==> src/rtl/useq_pkg.sv <==
package useq_pkg;
  // Instruction width and the width of the opcode/function selection
  localparam int unsigned INSN_W = 32;
  localparam int unsigned OPF_W  = 11;

  typedef logic [INSN_W-1:0] insn_t;
  typedef logic [OPF_W-1:0]  opf_t;
endpackage

==> src/rtl/useq_rst_sync.sv <==
module useq_rst_sync (
  input  logic clk,
  input  logic rst_n,
  output logic rst_nq
);
  logic [1:0] sync_q;

  // Assert asynchronously, release after two clock edges
  always_ff @(posedge clk or negedge rst_n) begin
    if (!rst_n) sync_q <= 2'b00;
    else        sync_q <= {sync_q[0], 1'b1};
  end

  assign rst_nq = sync_q[1];
endmodule

==> src/rtl/useq_ir_reg.sv <==
module useq_ir_reg #(
  parameter int unsigned W = 32
) (
  input  logic         clk,
  input  logic         rst_nq,
  input  logic         ld_en,
  input  logic [W-1:0] d,
  output logic [W-1:0] q
);
  logic [W-1:0] q_n;

  always_comb begin
    q_n = q;
    if (ld_en) q_n = d;
  end

  always_ff @(posedge clk or negedge rst_nq) begin
    if (!rst_nq) q <= '0;
    else         q <= q_n;
  end

  AST_IR_CAPTURE: assert property (@(posedge clk) disable iff (!rst_nq)
    ($past(rst_nq) && $past(ld_en)) |-> (q == $past(d)));
  AST_IR_HOLD: assert property (@(posedge clk) disable iff (!rst_nq)
    ($past(rst_nq) && !$past(ld_en)) |-> (q == $past(q)));
endmodule

==> src/rtl/useq_step_ctr.sv <==
module useq_step_ctr #(
  parameter int unsigned STEP_W = 4
) (
  input  logic              clk,
  input  logic              rst_nq,
  input  logic              clr,
  output logic [STEP_W-1:0] step
);
  localparam logic [STEP_W-1:0] LAST = '1;

  logic [STEP_W-1:0] step_n;

  always_comb begin
    if (clr) step_n = '0;
    else     step_n = step + STEP_W'(1);
  end

  always_ff @(posedge clk or negedge rst_nq) begin
    if (!rst_nq) step <= '0;
    else         step <= step_n;
  end

  AST_STEP_CLEAR: assert property (@(posedge clk) disable iff (!rst_nq)
    ($past(rst_nq) && $past(clr)) |-> (step == '0));
  AST_STEP_ADVANCE: assert property (@(posedge clk) disable iff (!rst_nq)
    ($past(rst_nq) && !$past(clr)) |-> (step == STEP_W'($past(step) + STEP_W'(1))));
  AST_NO_WRAP: assert property (@(posedge clk) disable iff (!rst_nq)
    (step == LAST) |-> clr);
endmodule

==> src/rtl/useq_addr_form.sv <==
module useq_addr_form
  import useq_pkg::*;
#(
  parameter int unsigned STEP_W    = 4,
  parameter int unsigned DROP_LOW2 = 0,
  parameter int unsigned KEY_W     = OPF_W - 2*DROP_LOW2
) (
  input  opf_t                     opf,
  input  logic [STEP_W-1:0]        step,
  output logic [KEY_W-1:0]         key,
  output logic [KEY_W+STEP_W-1:0]  addr
);
  generate
    if (DROP_LOW2 != 0) begin : g_reduced
      assign key = opf[OPF_W-1:2];
    end else begin : g_full
      assign key = opf;
    end
  endgenerate

  // Opcode bits sit above the step, so each routine owns 2**STEP_W rows
  assign addr = {key, step};
endmodule

==> src/rtl/useq_ctrl_store.sv <==
module useq_ctrl_store
  import useq_pkg::*;
#(
  parameter int unsigned CW     = 32,
  parameter int unsigned STEP_W = 4,
  parameter int unsigned KEY_W  = 11,
  parameter int unsigned SLOTS  = 1,
  parameter logic [SLOTS*OPF_W-1:0]             SLOT_KEYS = '0,
  parameter logic [SLOTS*(2**STEP_W)*CW-1:0]    IMAGE     = '0
) (
  input  logic              clk,
  input  logic              rst_nq,
  input  logic [KEY_W-1:0]  key,
  input  logic [STEP_W-1:0] step,
  output logic [CW-1:0]     word
);
  localparam int unsigned STEPS = 2**STEP_W;

  logic [SLOTS-1:0] hit;
  logic [CW-1:0]    pick [SLOTS];

  // One tag compare per populated routine; empty space reads as zero
  generate
    for (genvar g = 0; g < SLOTS; g++) begin : g_slot
      assign hit[g]  = (key == SLOT_KEYS[g*OPF_W +: KEY_W]);
      assign pick[g] = hit[g] ? IMAGE[(g*STEPS + int'(step))*CW +: CW] : '0;
    end
  endgenerate

  always_comb begin
    word = '0;
    for (int i = 0; i < SLOTS; i++) word = word | pick[i];
  end

  AST_ONE_SLOT: assert property (@(posedge clk) disable iff (!rst_nq)
    $onehot0(hit));
endmodule

==> src/rtl/useq_core.sv <==
module useq_core
  import useq_pkg::*;
#(
  parameter int unsigned CW        = 32,
  parameter int unsigned STEP_W    = 4,
  parameter int unsigned DROP_LOW2 = 0,
  parameter int unsigned SLOTS     = 1,
  parameter logic [SLOTS*OPF_W-1:0]          SLOT_KEYS = '0,
  parameter logic [SLOTS*(2**STEP_W)*CW-1:0] IMAGE     = '0
) (
  input  logic                                   clk,
  input  logic                                   rst_n,
  input  logic                                   ir_load_i,
  input  logic [INSN_W-1:0]                      ir_word_i,
  output logic [CW-1:0]                          ctrl_word_o,
  output logic [INSN_W-1:0]                      ir_o,
  output logic [STEP_W-1:0]                      ustep_o,
  output logic [OPF_W-2*DROP_LOW2+STEP_W-1:0]    uaddr_o
);
  localparam int unsigned KEY_W  = OPF_W - 2*DROP_LOW2;
  localparam int unsigned ADDR_W = KEY_W + STEP_W;

  logic              rst_nq;
  insn_t             ir_q;
  opf_t              opf;
  logic [STEP_W-1:0] step;
  logic [KEY_W-1:0]  key;
  logic [ADDR_W-1:0] addr;

  useq_rst_sync u_rst (
    .clk    (clk),
    .rst_n  (rst_n),
    .rst_nq (rst_nq)
  );

  useq_ir_reg #(.W(INSN_W)) u_ir (
    .clk    (clk),
    .rst_nq (rst_nq),
    .ld_en  (ir_load_i),
    .d      (ir_word_i),
    .q      (ir_q)
  );

  useq_step_ctr #(.STEP_W(STEP_W)) u_step (
    .clk    (clk),
    .rst_nq (rst_nq),
    .clr    (ir_load_i),
    .step   (step)
  );

  assign opf = {ir_q[30], ir_q[14:12], ir_q[6:0]};

  useq_addr_form #(
    .STEP_W    (STEP_W),
    .DROP_LOW2 (DROP_LOW2),
    .KEY_W     (KEY_W)
  ) u_addr (
    .opf  (opf),
    .step (step),
    .key  (key),
    .addr (addr)
  );

  useq_ctrl_store #(
    .CW        (CW),
    .STEP_W    (STEP_W),
    .KEY_W     (KEY_W),
    .SLOTS     (SLOTS),
    .SLOT_KEYS (SLOT_KEYS),
    .IMAGE     (IMAGE)
  ) u_store (
    .clk    (clk),
    .rst_nq (rst_nq),
    .key    (key),
    .step   (step),
    .word   (ctrl_word_o)
  );

  assign ir_o    = ir_q;
  assign ustep_o = step;
  assign uaddr_o = addr;

  AST_FETCH_RETURN: assert property (@(posedge clk) disable iff (!rst_nq)
    ($past(rst_nq) && $past(ir_load_i) && ($past(ir_word_i) == '0)) |-> (uaddr_o == '0));

  generate
    if (DROP_LOW2 != 0) begin : g_low_chk
      AST_LOW_PAIR: assert property (@(posedge clk) disable iff (!rst_nq)
        (key != '0) |-> (opf[1:0] == 2'b11));
    end
  endgenerate
endmodule

==> config.mk <==
export PLATFORM = sky130hd
export DESIGN_NAME = useq_core
export DESIGN_NICKNAME = d
export VERILOG_FILES = /design/src/rtl/useq_pkg.sv /design/src/rtl/useq_rst_sync.sv /design/src/rtl/useq_ir_reg.sv /design/src/rtl/useq_step_ctr.sv /design/src/rtl/useq_addr_form.sv /design/src/rtl/useq_ctrl_store.sv /design/src/rtl/useq_core.sv
export SDC_FILE = /design/constraint.sdc
export NUM_CORES = 1
export LEC_CHECK = 0
export ABC_AREA = 1
export BUFFER_PORTS_ARGS = -buffer_cell sky130_fd_sc_hd__buf_4
export CORE_UTILIZATION = 38
export CTS_CLUSTER_SIZE = 40
export DETAILED_ROUTE_END_ITERATION = 16
export PLACE_DENSITY = 0.8
export SYNTH_ARGS = -nofsm -noshare
export SYNTH_HDL_FRONTEND = slang
export SYNTH_SLANG_ARGS = --single-unit
==> constraint.sdc <==
create_clock -name clk -period 1.1 [get_ports clk]
set_input_delay 0.22 -clock clk [delete_from_list [all_inputs] [get_ports clk]]
set_output_delay 0.22 -clock clk [all_outputs]
set_load 0.01 [all_outputs]
## Yosys cells after proc, flatten, opt, wreduce, memory -nomap -nowiden

Index checks and enable logic that the tools add are counted.

| operators by class | value |
|---|---|
| $add $sub $neg | 1 |
| multiply operators | 0 |
| divide/modulo/power cells | 0 |
| $lt $le $gt $ge | 0 |
| equal/unequal tests | 0 |
| shift operators | 1 |
| multiplexer cells | 2 |
| bitwise operators | 0 |
| reductions and logical operators | 1 |

Operators with widths:

| kind | number |
|---|---|
| $shiftx A512 B10 Y32 const A | 1 |
| $mux W32 | 1 |
| $logic_not A11 Y1 | 1 |
| $add A4 B1 Y4 const B | 1 |
| $mux W4 | 1 |

| word-level totals | value |
|---|---|
| register bits | 38 |
| latch bits | 0 |
| bits in writable memories | 0 |
| ROM bits | 0 |
| input port bits | 35 |
| word-level logic and storage cells | 8 |
| memories | 0 |

## Depth between registers and ports, before layout

Gate-level depths: netlist of run 1.

| depth | value |
|---|---|
| word-level depth | 2 |
| gate-level depth with buffers | 5 |
| mapped depth without buffers | 4 |

## Hierarchy

Synthesis of run 1 repeated with hierarchy kept, for this count alone.

| second synthesis, totals | value |
|---|---|
| cell total of the unflattened synthesis | 215 |
| area, all modules | 1,951.9 µm² |

Modules (own cells, without submodules):

| module | instances | cells each | area each (µm²) |
|---|---|---|---|
| useq_ir_reg | 1 | 136 | 1,292.5 |
| useq_ctrl_store | 1 | 33 | 244.0 |
| useq_addr_form | 1 | 26 | 195.2 |
| useq_step_ctr | 1 | 17 | 166.4 |
| useq_rst_sync | 1 | 3 | 53.8 |

## Worst setup path before layout of run 1

OpenSTA, ideal clock, no wires.

| timing | value |
|---|---|
| path type | register to register |
| from | register u_step.step[0] |
| to | register u_step.step[2] |
| library setup time | 0.129 ns |
| data arrival time | 0.822 ns |
| data required time | 0.971 ns |
| setup slack | 0.148 ns |
| stages on the path, launching flop included | 4 |
| period minus slack after synthesis | 0.952 ns |
| path through | dfrtp_1 ha_1 o21ai_0 a21oi_1 |

| on the way | value |
|---|---|
| cells in the longest elaborated chain, start to end | 2 |

RTL lines:

| item | RTL line | RTL |
|---|---|---|
| start, declared | useq_step_ctr.sv:7 | `output logic [STEP_W-1:0] step` |
| start signal, assigned | useq_step_ctr.sv:20 | `else step <= step_n;` |
| $add A4 B1 Y4 | useq_step_ctr.sv:15 | `else step_n = step + STEP_W'(1);` |
| $mux W4 | useq_step_ctr.sv:14 | `if (clr) step_n = '0;` |
| named net u_step.step_n[2] | useq_step_ctr.sv:11 | `logic [STEP_W-1:0] step_n;` |

The timed path passes the listed nets, and every way through them passes these cells.
A chain may end at the register's enable or synchronous reset.

## Final worst setup path of run 1

| timing | value |
|---|---|
| from | register u_step.step[0] |
| to | output port uaddr_o[0] |

RTL lines:

| item | RTL line | RTL |
|---|---|---|
| end, declared | useq_core.sv:18 | `output logic [OPF_W-2*DROP_LOW2+STEP_W-1:0] uaddr_o` |

No word-level cell between the ends.

==> reports/metrics.cfg, run 1 <==
[status]
status=finished clean

[yosys]
avgSynthCellArea_um2=9.25
syn_area_mm2=0.00188
synth_cells=203
synth_cell_types=15
synth_seq_cells=38
ys_seq_area_share_pct=50.6
ys_warn_count=0

[timing]
drv_slew=0
tns_ns=0
fin_skew_ns=0.00310
timing.final.crit_share_pct=97.8
setup_viol=0
period_needed_ns=1.08
rsz0062_at_grt=true
fmax_mhz=930
final_hold_viol_count=0

[floorplanning]
die_h_um=72.3
dieArea_mm2=0.00523
io_pins=118
initial_utilization_pct=39.5
row_count=25
die_width_um=72.3
core_area_mm2=0.00475

[grt]
grt_use_total_pct=13.9
grt_pass1_wl_um=5600
grt_pass1_vias=1233
grt_overflow=0
grt_antenna_before_repair=0
grt_max_degree=37

[cts]
clock_latency_ns=0.28
cts.path.max_buffers=2
cts_tree=done
h-tree-depth=2
cts_sinks=38
cts-root-buf=clkbuf_8
cts_buffers=5
clk_pin_slew_worst_paths_ns=0.07

[worst_hold_path]
hp-class=primary input to flip-flop
hold_depth=3
hp-start=ir_word_i[9]
hold_end=u_ir.q[9]

[detailed_routing]
viasPerCell=4.03
avgRoutedWirePerCell_um=10.3
postRouteAntennaNets=0
dr.first_iter.drc_count=37
detail_route.first_pass.iterations=5
vias=1398
drc=0
wl_um=3560

[worst_setup_path]
worstSetupEndpointType=primary output
slowest_delay_ns=0.42
r2r_end=u_step.step[1]
cp.required_ns=0.88
path_delay_family=flip-flops
cp.arrival_ns=0.86
worstPathMaxFanout=4
r2r_start=u_step.step[0]
crit_buf_inv=1
crit_chain=buf_4
startpoint_type=flip-flop
r2r_slack_ns=0.08
critical_path_class=flip-flop to primary output
slowest_stage=dfrtp_1
rr_worst_depth=4

[power_and_ir_drop]
p_per_area_mw_per_mm2=1340
max-vdd-ir-drop_v=0.000706
p_leak_nw=1.40
power_mw=3.27

[place]
port_buffers=85
place_area_mm2=0.00230
gp_congestion=0.665
place_inst=334
place_hpwl_um=2560

[flow_run]
drv_cap=0

[finish]
area_growth_pct=29.9
layout.cells.non_filler=347
n_antenna_cell=0
fin_area_mm2=0.00244
drive_gt1_share_pct=43.2
final_nets=315

## sequential cells by signal, summed over array words and instances, names as in the netlist
register / flops
u_rst.sync_q: 2
u_ir.q: 32
u_step.step: 4
## synth_stat cells, drive strengths merged
| cell type | number | area [um2] |
|---|---|---|
| a21oi | 1 | 5.00 |
| clkbuf | 1 | 13.8 |
| o21ai | 1 | 5.00 |
| buf | 53 | 429 |
| inv | 3 | 18.8 |
| conb | 2 | 7.51 |
| nor2 | 4 | 15.0 |
| ha | 1 | 12.5 |
| dfrtp | 38 | 951 |
| nand2 | 98 | 415 |
| nand3 | 1 | 5.00 |
## metal layers
| layer | global-route usage [%] | vias up | part of all wire [%] |
|---|---|---|---|
| met5 | 0 | - | 0 |
| met4 | 4.58 | 0 | 1.0 |
| met3 | 4.17 | 4 | 7.5 |
| met2 | 24.5 | 71 | 53 |
| met1 | 16.2 | 648 | 38 |
| li1 | - | 675 | - |
## layout by cell type (no fill, tap or decap), types with 2 or more instances in the layout
cell / netlist / layout
nor2_1: 4 / 4
dfrtp_1: 38 / 37
nand2_1: 79 / 79
clkbuf_8: 1 / 6
buf_4: 47 / 90
nand2_2: 19 / 19
conb_1: 2 / 33
inv_1: 2 / 2
## stage by stage
step / hold slack, ns / util [%] / setup slack [ns]
finish: 0.134 / 51.3 / 0.0243
global route: 0.131 / 51.3 / -0.00825
CTS: 0.122 / 50.9 / 0.00926
detailed placement: 0.00394 / 48.4 / 0.149
global placement: 0.00341 / 48.4 / 0.159
floorplan: -0.0756 / - / 0.148
## area by class of cell
class,count,area (um2)
Clock buffer,7,86.3
Fill cell,470,2310
Timing Repair Buffer,92,706
Multi-Input combinational cell,139,588
Sequential cell,38,952
Clock inverter,1,5.00
Inverter,3,18.8
Tap cell,67,83.8
## power by group
| group | internal [mW] | switching, mW |
|---|---|---|
| clock network | 0.506 | 0.462 |
| registers | 1.51 | 0.0850 |
| logic | 0.352 | 0.347 |
| total | 2.37 | 0.894 |
## worst max path at each step
stage                        start        endpoint  slack [ns]  cells past startpoint
floorplan           u_step.step[0]  u_step.step[2]        0.15                      3
global placement         ir_load_i       u_ir.q[3]        0.16                      4
detailed placement       ir_load_i       u_ir.q[7]        0.15                      4
CTS                 u_step.step[0]      uaddr_o[0]       0.009                      1
global route        u_step.step[0]      uaddr_o[0]      -0.008                      1
finish              u_step.step[0]      uaddr_o[0]        0.02                      1
## logic make-up (layout without fill, tap and decap cells)
group                      count (synthesis)  in the layout  share of synthesized area [%]
buffers and inverters                     57            103                           24.6
other                                      2             33                          0.400
adders and majority gates                  1              1                          0.666
and+or+nand+nor                          103            103                           23.2
AOI/OAI and AO/OA                          2              2                          0.532
DFF                                       38             38                           50.6
## repair_timing
action                                 4_1_cts  5_1_grt
endpoints found under the hold margin        2        0
setup endpoints to repair                    4        7
hold buffers                                 1        0
gates resized for setup                      0        3
buffers inserted                             2        2
pin swaps                                    0        0
Note: power is estimated with default switching activity, not from simulation.
==> run 2: changes to the inputs <==
- CTS_BUF_LIST: default -> sky130_fd_sc_hd__clkbuf_2
- GPL_TIMING_DRIVEN: default -> 0
==> run 2 against run 1 <==
  * The flow now finishes with violations (negative setup slack)
  * Critical path depth grew 1
  * Hold slack got worse by 0.089 ns
  * Global-route usage grew 3.0 points
  * Sequential power rose by 2%
  * First-iteration DRC count is 16% higher
  * Routed wire length increased by 25%
  * Non-clock buffer count rose by 84
  * Maximum frequency shrank 16%
  * Count of clock-buffer cells in the layout did not move
  * Final cell count rose by 24%
  * Clock skew hardly changed
  * Utilization increased by 18 points
==> reports/metrics.cfg, run 2 (synthesis results as in run 1) <==
[status]
status=finished with violations
violations=negative setup slack

[worst_setup_path]
path_delay_family=flip-flops
cp.required_ns=0.88  ; about the same
slowest_delay_ns=0.45  ; +0.03 ns
r2r_start=u_step.step[0]
critical_path_class=flip-flop to primary output
slowest_stage=dfrtp_1
startpoint_type=flip-flop
crit_path_start=u_ir.q[30]
worstPathMaxFanout=3  ; -1
crit_chain=buf_6, buf_6
r2r_slack_ns=0.04  ; -0.04 ns
worstSetupEndpointType=primary output
crit_buf_inv=2  ; +1
crit_top_cell=buf_6
cp.arrival_ns=1.05  ; +0.19 ns

[finish]
drive_gt1_share_pct=52.9  ; +9.7 points
largest_reg_flops=32  ; unchanged
fin_area_mm2=0.00331  ; +36%
final_nets=399  ; +27%
mostFrequentLayoutCells=91 x buf_4, 79 x nand2_1, 70 x buf_6
layout_commonest_cell=buf_4
largest_register=u_ir.q
utilization_pct=69.7  ; +18 points
top_regs=u_ir.q (32), u_step.step (4), u_rst.sync_q (2)
n_antenna_cell=0  ; unchanged
area_growth_pct=76.3

[place]
gp_congestion=0.695  ; +4.6%
place_area_mm2=0.00271  ; +18%
place_hpwl_um=2980  ; +17%
port_buffers=84  ; -1.2%
pre_cts_slack_ns=0.143  ; -0.00589 ns

[detailed_routing]
route.met2.wl_um=2450  ; +29%
postRouteAntennaNets=0  ; unchanged
avgRoutedWirePerCell_um=10.3  ; +0.80%
viasPerCell=3.82  ; -5.2%
top_layer=met4
detail_route.first_pass.iterations=4  ; -1
dr.first_iter.drc_count=43  ; +16%
vias=1643  ; +18%
wl_um=4450  ; +25%
drc=0  ; unchanged
wl_met1_um=1570  ; +16%
wl_met3_um=375  ; +40%

[cts]
clock_latency_ns=0.36  ; +0.08 ns
cts-root-buf=clkbuf_2
clk_pin_slew_worst_paths_ns=0.17  ; +0.10 ns
cts_sinks=38  ; unchanged
h-tree-depth=2  ; unchanged
cts.path.max_buffers=2  ; unchanged
cts_buffers=5  ; unchanged
cts_tree=done

[timing]
final_hold_viol_count=0  ; unchanged
worstMarginPinSlew_ns=0.759
timing.final.crit_share_pct=116  ; +18 points
slew-limit-headroom_pct=49.4
fmax_mhz=785  ; -16%
worst_slack_ns=-0.174  ; -0.198 ns
period_needed_ns=1.27  ; +0.198 ns
setup_viol=51  ; +51
fin_skew_ns=0.00285  ; -0.000250 ns
rsz0062_at_grt=true
drv_slew=0  ; unchanged

[grt]
grt_pass1_vias=1482  ; +20%
grt_antenna_before_repair=0  ; unchanged
grt_pass1_wl_um=6680  ; +19%
grt_use_total_pct=16.9  ; +3.0 points
grt_max_degree=37  ; unchanged
grt_overflow=0  ; unchanged

[power_and_ir_drop]
power.share.sequential_pct=49.1  ; about the same
max-vdd-ir-drop_v=0.000689  ; -2.4%
internal-power_mw=2.40  ; +1.2%
swShare_pct=28.2  ; +0.87 points
netSwitchingPower_mw=0.944  ; +5.6%
pwr-share-comb_pct=33.8  ; +12 points
pwr-share-clk_pct=17.1  ; -13 points
p_per_area_mw_per_mm2=1010  ; -25%
p_leak_nw=1.88  ; +35%

[floorplanning]
dieArea_mm2=0.00523  ; unchanged
initial_utilization_pct=39.5  ; unchanged
core_area_mm2=0.00475  ; unchanged
row_count=25  ; unchanged
io_pins=118  ; unchanged
die_h_um=72.3  ; unchanged
die_width_um=72.3  ; unchanged

[worst_hold_path]
hp-start=ir_word_i[8]
hp-class=primary input to flip-flop

[flow_run]
drv_cap=0  ; unchanged

run 2: changes by cell type in the layout (fill, tap and decap cells not counted), moves of 5 or more:
cell / before / now
dlygate4sd3_1: 1 / 13
buf_6: 0 / 70
clkbuf_8: 6 / 1
clkbuf_2: 0 / 7
run 2: final cells by class:
class / instances / area [um2]
Buffer: 54 / 499
Clock buffer: 7 / 35.0
Fill cell: 394 / 1440
Inverter: 3 / 18.8
Multi-Input combinational cell: 139 / 587
Sequential cell: 38 / 952
Tap cell: 67 / 83.8
Timing Repair Buffer: 122 / 1140
run 2: per-stage QoR:
step	power [mW]	std cells	hold WS [ns]	setup TNS, ns
floorplan	2.09	234	-0.0756	0
finish	3.34	430	0.0453	-4.17
CTS	3.30	411	0.00661	-5.95
detailed placement	2.48	385	0.00469	0
global route	3.56	430	0.00000142	-8.74
global placement	2.46	385	0.00393	0
run 2: final timing paths:
path / depth (start not counted) / end
max: 2 / uaddr_o[14]
min: 3 / u_ir.q[8]
max reg2reg: 4 / u_step.step[2]
min reg2reg: 0 / u_ir.q[6]
max in group asynchronous: 0 / u_ir.q[19]
min in group asynchronous: 2 / u_rst.sync_q[1]
run 2: timing repair:
action | in CTS | in global routing
gates resized for setup | 65 | 2
hold buffers | 1 | 12
endpoints found under the setup margin | 51 | 53
endpoints found under the hold margin | 2 | 12
gates cloned | 0 | 0
buffers inserted | 18 | 7
run 2: worst register-to-register path: cells and delay by family (launching register included):
| kind | cells | cell delay [ns] |
|---|---|---|
| AOI/OAI and AO/OA | 2 | 0.16 |
| adders and majority gates | 1 | 0.20 |
| buffers and inverters | 1 | 0.16 |
| DFF | 1 | 0.45 |
run 2: layer usage:
layer  global-route usage (%)  vias up
met1                     19.1      720
met5                        0        -
met3                     6.94        6
met2                     29.1       72
met4                     5.23        0
li1                         -      845
run 2: power by group through the flow:
stage | logic [mW] | registers (mW) | clock network, mW
floorplan | 0.401 | 1.69 | 0
global placement | 0.815 | 1.65 | 0
detailed placement | 0.831 | 1.65 | 0
CTS | 1.05 | 1.64 | 0.603
global route | 1.22 | 1.66 | 0.681
finish | 1.13 | 1.64 | 0.571
